`src/rtl/tick_sel_pkg.sv`:
```
package tick_sel_pkg;
  typedef enum logic [2:0] {
    SEL_STOP     = 3'b000,
    SEL_DIRECT   = 3'b001,
    SEL_DIV_A    = 3'b010,
    SEL_DIV_B    = 3'b011,
    SEL_DIV_C    = 3'b100,
    SEL_DIV_D    = 3'b101,
    SEL_EXT_FALL = 3'b110,
    SEL_EXT_RISE = 3'b111
  } tick_sel_e;

  localparam int NUM_TAPS = 4;
endpackage

```
`src/rtl/tick_prescaler.sv`:
```
module tick_prescaler #(
  parameter int TAP0_W = 3,
  parameter int TAP1_W = 6,
  parameter int TAP2_W = 8,
  parameter int TAP3_W = 10
) (
  input  logic                           clk,
  input  logic                           rst,
  output logic [tick_sel_pkg::NUM_TAPS-1:0] tap_o
);
  localparam int CNT_W = TAP3_W;
  localparam int TAP_W [tick_sel_pkg::NUM_TAPS] = '{TAP0_W, TAP1_W, TAP2_W, TAP3_W};

  logic [CNT_W-1:0] cnt_q;

  // Free-running divider; never reloaded except by reset.
  always_ff @(posedge clk) begin
    if (rst) cnt_q <= '0;
    else     cnt_q <= cnt_q + 1'b1;
  end

  // A tap fires when its low-order field is all ones.
  for (genvar g = 0; g < tick_sel_pkg::NUM_TAPS; g++) begin : g_tap
    assign tap_o[g] = &cnt_q[TAP_W[g]-1:0];
  end

  // each divided pulse lasts a single cycle
  a_r4_tap_single: assert property (@(posedge clk) disable iff (rst)
    tap_o[0] |=> !tap_o[0]);

  // a slower tap only fires together with every faster tap
  for (genvar g = 1; g < tick_sel_pkg::NUM_TAPS; g++) begin : g_nest
    a_r4_taps_nested: assert property (@(posedge clk) disable iff (rst)
      tap_o[g] |-> tap_o[g-1]);
  end
endmodule

```
`src/rtl/tick_ext_edge.sv`:
```
module tick_ext_edge #(
  parameter int SYNC_STAGES = 2
) (
  input  logic clk,
  input  logic rst,
  input  logic pin_i,
  output logic rise_o,
  output logic fall_o
);
  localparam int HIST_W = SYNC_STAGES + 1;

  logic [HIST_W-1:0] hist_q;

  // Synchronizer chain followed by one history flop.
  always_ff @(posedge clk) begin
    if (rst) hist_q <= '0;
    else     hist_q <= {hist_q[HIST_W-2:0], pin_i};
  end

  logic cur_lvl, old_lvl;
  assign cur_lvl = hist_q[SYNC_STAGES-1];
  assign old_lvl = hist_q[SYNC_STAGES];

  assign rise_o =  cur_lvl & ~old_lvl;
  assign fall_o = ~cur_lvl &  old_lvl;

  // a rising edge is reported for one cycle only
  a_r6_rise_single: assert property (@(posedge clk) disable iff (rst)
    rise_o |=> !rise_o);

  // a falling edge is reported for one cycle only
  a_r5_fall_single: assert property (@(posedge clk) disable iff (rst)
    fall_o |=> !fall_o);
endmodule

```
`src/rtl/tick_source_sel.sv`:
```
module tick_source_sel #(
  parameter int TAP0_W      = 3,
  parameter int TAP1_W      = 6,
  parameter int TAP2_W      = 8,
  parameter int TAP3_W      = 10,
  parameter int SYNC_STAGES = 2
) (
  input  logic       clk,
  input  logic       rst,
  input  logic [2:0] sel_i,
  input  logic       ext_i,
  output logic       tick_o
);
  import tick_sel_pkg::*;

  logic [NUM_TAPS-1:0] tap;
  logic                ext_rise, ext_fall;
  logic                tick_d;
  tick_sel_e           sel;

  tick_prescaler #(
    .TAP0_W(TAP0_W), .TAP1_W(TAP1_W), .TAP2_W(TAP2_W), .TAP3_W(TAP3_W)
  ) u_pre (
    .clk  (clk),
    .rst  (rst),
    .tap_o(tap)
  );

  tick_ext_edge #(.SYNC_STAGES(SYNC_STAGES)) u_ext (
    .clk   (clk),
    .rst   (rst),
    .pin_i (ext_i),
    .rise_o(ext_rise),
    .fall_o(ext_fall)
  );

  assign sel = tick_sel_e'(sel_i);

  always_comb begin
    unique case (sel)
      SEL_STOP:     tick_d = 1'b0;
      SEL_DIRECT:   tick_d = 1'b1;
      SEL_DIV_A:    tick_d = tap[0];
      SEL_DIV_B:    tick_d = tap[1];
      SEL_DIV_C:    tick_d = tap[2];
      SEL_DIV_D:    tick_d = tap[3];
      SEL_EXT_FALL: tick_d = ext_fall;
      SEL_EXT_RISE: tick_d = ext_rise;
      default:      tick_d = 1'b0;
    endcase
  end

  // Registered strobe so the timer sees a clean, glitch-free enable.
  always_ff @(posedge clk) begin
    if (rst) tick_o <= 1'b0;
    else     tick_o <= tick_d;
  end

  // stopped setting yields no strobe
  a_r2_stop_quiet: assert property (@(posedge clk) disable iff (rst)
    (sel_i == 3'b000) |=> !tick_o);

  // undivided setting strobes every cycle
  a_r3_direct_every: assert property (@(posedge clk) disable iff (rst)
    (sel_i == 3'b001) |=> tick_o);

  // slowest divider never strobes in two adjacent cycles
  a_r4_slow_gap: assert property (@(posedge clk) disable iff (rst)
    (sel_i == 3'b101 && tick_o) |=> !tick_o);
endmodule

```
`config.mk`:
```
export PLATFORM = sky130hd
export DESIGN_NAME = tick_source_sel
export DESIGN_NICKNAME = d
export VERILOG_FILES = /design/src/rtl/tick_sel_pkg.sv /design/src/rtl/tick_prescaler.sv /design/src/rtl/tick_ext_edge.sv /design/src/rtl/tick_source_sel.sv
export SDC_FILE = /design/constraint.sdc
export NUM_CORES = 1
export LEC_CHECK = 0
export BUFFER_PORTS_ARGS = -buffer_cell sky130_fd_sc_hd__buf_2
export CORE_AREA = 10 10 47 49
export CTS_BUF_LIST = sky130_fd_sc_hd__clkbuf_8
export CTS_CLUSTER_DIAMETER = 60
export CTS_CLUSTER_SIZE = 14
export DETAILED_ROUTE_END_ITERATION = 10
export DIE_AREA = 0 0 57 59
export SKIP_CTS_REPAIR_TIMING = 1
export SLEW_MARGIN = 40
export SYNTH_ARGS = -nofsm -noshare
export SYNTH_HDL_FRONTEND = slang
export SYNTH_SLANG_ARGS = --single-unit
```
`constraint.sdc`:
```
create_clock -name clk -period 1.6 [get_ports clk]
set_clock_uncertainty 0.05 [all_clocks]
set_input_delay 0.4 -clock clk [delete_from_list [all_inputs] [get_ports clk]]
set_output_delay 0.4 -clock clk [all_outputs]
set_load 0.1 [all_outputs]
```
Yosys cells after proc, flatten, opt, wreduce, memory -nomap -nowiden
Cells that the tools add are included.
{"block": "word_totals", "reg_bits": 14, "input_bits": 6, "output_inout_bits": 1}
{"block": "op_classes", "n_addsub": 1, "eq_ne": 7, "n_mux": 1, "bitwise_logic": 4, "n_reduce_logical": 5}
{"op": "3-bit == test (second input constant)", "count": 4}
{"op": "10-bit by 1-bit adder with 10-bit output (second input constant)", "count": 1}
{"op": "10-bit AND reduction", "count": 1}
{"op": "1-bit one-hot mux with 8 select lines", "count": 1}
{"op": "8-bit AND reduction", "count": 1}
{"op": "3-bit by 2-bit == test with 1-bit output (second input constant)", "count": 2}
{"op": "6-bit AND reduction", "count": 1}
{"op": "3-bit by 1-bit == test with 1-bit output (second input constant)", "count": 1}
{"op": "3-bit logical NOT", "count": 1}
{"op": "3-bit AND reduction", "count": 1}
{"op": "1-bit AND", "count": 2}
{"op": "1-bit NOT", "count": 2}

Logic depth before layout (Yosys ltp)
{"block": "depth", "depth_word": 3, "mapped_depth": 5, "mapped_depth_nobuf": 5}

Cells and area by module
From an unflattened synthesis, not the netlist that was laid out.
{"block": "hier_totals", "hier_cells": 65, "hier_area_um2": 630.6}
{"module": "tick_prescaler", "n_inst": 1, "cells_per_inst": 48, "area_each_um2": 452.9, "seq_area_each_um2": 200.2}
{"module": "tick_ext_edge", "n_inst": 1, "cells_per_inst": 8, "area_each_um2": 91.3, "seq_area_each_um2": 60.1}
{"module": "tick_source_sel", "n_inst": 1, "cells_per_inst": 9, "area_each_um2": 86.3, "seq_area_each_um2": 20.0}

Least setup slack after synthesis
Ideal clock, no wire load.
{"block": "synth_path", "path_type": "flip-flop to flip-flop", "startpoint": "register u_pre.cnt_q[0]", "endpoint": "register tick_o", "setup_time_ns": 0.103, "arrival_time_ns": 1.340, "slack_ns": 0.106, "stages_incl_launch_ff": 6, "n_path_buf": 0, "synth_period_minus_slack_ns": 1.494, "cell_sequence": "dfxtp_1 > ha_1 > and4_1 > and4_2 > a221oi_2 > a2111oi_2"}
{"block": "synth_via", "elab_chain_len": 2}
{"item": "start: declaration", "line": "tick_prescaler.sv:14", "text": "logic [CNT_W-1:0] cnt_q;"}
{"item": "start signal: assignment", "line": "tick_prescaler.sv:19", "text": "else cnt_q <= cnt_q + 1'b1;"}
{"item": "10-bit AND reduction (tied with other cells)", "line": "tick_prescaler.sv:24", "text": "assign tap_o[g] = &cnt_q[TAP_W[g]-1:0];"}
{"item": "1-bit one-hot mux with 8 select lines *", "line": "tick_source_sel.sv:40", "text": "unique case (sel)"}
{"item": "end signal: assignment", "line": "tick_source_sel.sv:56", "text": "else tick_o <= tick_d;"}
{"item": "end: declaration", "line": "tick_source_sel.sv:12", "text": "output logic tick_o"}
Mark *: on every way between the ends. The rest lies on a longest branch, timed or not.
A chain may end at the register's enable or synchronous reset.

Worst setup path after layout
Ends and elaborated chain as after synthesis.

==> flow_summary.json <==
{
  "fillCellCount": 144,
  "root_buffer": "clkbuf_8",
  "yosys.cell_types.count": 21,
  "stdcell_area_sq_um": 682,
  "clk_pin_slew_worst_paths_ns": 0.06,
  "area_delta_synth_final_pct": 20.0,
  "insertion_delay_ns": 0.24,
  "layout_min_cycle_time_ns": 1.49,
  "maxSlewViolCount": 0,
  "arrival_ns": 1.58,
  "yosysSeqAreaShare": 0.493,
  "rr_startpoint": "u_pre.cnt_q[0]",
  "fin_tns_setup_ns": 0,
  "min_path_cells": 2,
  "diodes": 0,
  "synth_cells": 59,
  "max_cap_violations": 0,
  "drtAntennaViolNets": 0,
  "p_seq_frac": 0.481,
  "cp_max_fo": 3,
  "via_count": 418,
  "drt-initial-drc-count": 4,
  "rrSetupSlack_ns": 0.11,
  "row_count": 14,
  "finalWirelength_um": 948,
  "routed_via_density": 4.92,
  "grtUsageTotal": 0.0652,
  "setup_viol": 0,
  "holdWs_ns": 0.332,
  "cts.path.max_buffers": 2,
  "ys_top_cells_by_area": "dfxtp_1, nor2_1, xnor2_1",
  "min_to": "u_ext.hist_q[0]",
  "grt_max_degree": 15,
  "yosys_warnings": 0,
  "io_buffers": 6,
  "finalNetCount": 78,
  "gp_congestion": 0.718,
  "cts_tree": "built",
  "p_per_area_nw_per_um2": 1120,
  "cts.sinks": 14,
  "rsz0062_at_grt": "no",
  "dieWidth_um": 57,
  "cp_slowest_cell": "dfxtp_1",
  "status": "completed",
  "holdCritStartpoint": "ext_i",
  "swShare": 0.213,
  "r2r-end": "tick_o",
  "core_area_sq_um": 1400,
  "switching_power_mw": 0.162,
  "tightest_slew_ns": 0.486,
  "start_kind": "flip-flop",
  "htreeDepth": 1,
  "wl_per_cell_um": 11.2,
  "finalHoldViolCount": 0,
  "slew_headroom": 0.678,
  "drive_above_1_share": 0.232,
  "syn-cell-area_sq_um": 568,
  "internal_power_mw": 0.600,
  "final_core_util": 0.487,
  "endpoint_kind": "flip-flop",
  "leakage_nw": 0.259,
  "fmax_mhz": 670,
  "initial_core_util": 0.405,
  "peakVddDrop_v": 0.000600,
  "final.period_utilization": 0.933,
  "grt_antenna_before_repair": 0,
  "numCtsBuffers": 3,
  "worstPathCellList": "ha_2 -> and4_1 -> and4_4 -> a221oi_2 -> a2111oi_2",
  "critPathMaxStageDelay_ns": 0.33,
  "synth.avg_cell_area_sq_um": 9.63,
  "synth-seq-cells": 14,
  "synth_top_cell_by_area": "dfxtp_1",
  "critPathKind": "flip-flop to flip-flop",
  "grt_pass1_wl_mm": 1.68,
  "die_area_sq_um": 3360,
  "pin_count": 7,
  "clockPowerShare": 0.444,
  "first_global_vias": 404,
  "place_area_sq_um": 622,
  "first_pass_iters": 2,
  "hold_path_class": "input pin to flip-flop",
  "cp.required_ns": 1.69,
  "ff2ff_path_depth": 5,
  "die-height_um": 59,
  "combPwrFrac": 0.075,
  "synth_fp_nets": 67,
  "yosysTopAreaCellShare": 0.493,
  "hpwl_um": 710,
  "grt-ovfl-total": 0,
  "drc": 0
}
==> worst max-delay path, delay by kind of cell (launching register included) <==
family,cells,cell delay (ns)
AOI/OAI and AO/OA,2,0.39
adders and majority gates,1,0.19
and+or+nand+nor,2,0.43
DFF,1,0.33
==> power groups by stage <==
| stage | Clock [mW] | Combinational (mW) | Sequential, mW |
|---|---|---|---|
| 2_1_floorplan | 0 | 0.0251 | 0.386 |
| 3_3_place_gp | 0 | 0.0572 | 0.373 |
| 3_5_place_dp | 0 | 0.0566 | 0.373 |
| 4_1_cts | 0.349 | 0.0578 | 0.366 |
| 5_1_grt | 0.370 | 0.0637 | 0.368 |
| 6_report | 0.339 | 0.0572 | 0.367 |
==> cells in the final DEF (no fill, tap or decap) <==
cell type	instances
clkbuf_8	4
o21ai_0	3
or3_1	1
ha_1	1
buf_2	6
and4_4	1
nor2_1	8
a211oi_1	2
a31o_1	1
nand2_1	5
nor2b_1	4
a21oi_1	1
a221oi_2	1
inv_1	2
nor4_1	1
nor3_1	1
and4_1	1
nand3_1	3
xor2_1	3
dfxtp_2	1
dfxtp_1	13
a2111oi_2	1
ha_2	1
xnor2_1	3
buf_4	1
==> worst max-delay path by stage <==
stage	start	to	slack, ns	depth (start not counted)
after floorplan	u_pre.cnt_q[0]	tick_o	0.11	5
after global placement	u_pre.cnt_q[1]	tick_o	0.07	5
after detailed placement	u_pre.cnt_q[1]	tick_o	0.05	5
after CTS	u_pre.cnt_q[1]	tick_o	0.03	5
after global routing	u_pre.cnt_q[1]	tick_o	0.003	5
final	u_pre.cnt_q[0]	tick_o	0.11	5
==> synth_stat cells <==
library cell,number
xnor2_1,3
a221oi_2,1
nor2_1,8
and4_1,1
o21ai_0,3
clkbuf_1,1
a2111oi_2,1
inv_1,2
or3_1,1
nor4_1,1
a211oi_1,2
nor2b_1,4
a31o_1,1
xor2_1,3
ha_1,2
a21oi_1,1
and4_2,1
nand2_1,5
dfxtp_1,14
nand3_1,3
nor3_1,1
==> cell families (layout without fill, tap and decap cells) <==
kind of cell	count (synthesis)	count (layout)	share of synthesized area
AND/OR/NAND/NOR	25	25	0.220
buffers and inverters	3	13	0.0198
flip-flops	14	14	0.493
adder cells (fa/ha/maj)	2	2	0.0440
XOR/XNOR	6	6	0.0925
AO/OA/AOI/OAI	9	9	0.130
==> state kept, by name (all words and copies together) (netlist names) <==
signal and cells:
u_ext.hist_q 3, u_pre.cnt_q 10, tick_o 1
==> final cells by class <==
type / count / area [sq um] / share of cell area
multi-input cells: 42 / 280 / 0.411
flip-flops and latches: 14 / 282 / 0.413
clock buffers: 4 / 55.1 / 0.0807
repair buffers: 7 / 37.5 / 0.0550
well taps: 16 / 20.0 / 0.0294
inverters: 2 / 7.51 / 0.0110
==> through the flow <==
step	power (mW)	cells	worst slack, ns
after floorplan	0.411	59	0.106
after global placement	0.430	81	0.0714
after detailed placement	0.430	81	0.0501
after CTS	0.773	85	0.0303
after global routing	0.801	85	0.00253
final	0.763	85	0.107
==> routing by layer <==
layer	up-vias	global-route usage	routed length, um
li1	224	-	-
met1	185	0.0639	444
met2	7	0.0930	424
met3	2	0.0472	62
met4	0	0.0503	17
met5	-	0	0
No activity file was read; power rests on OpenSTA's default activity.
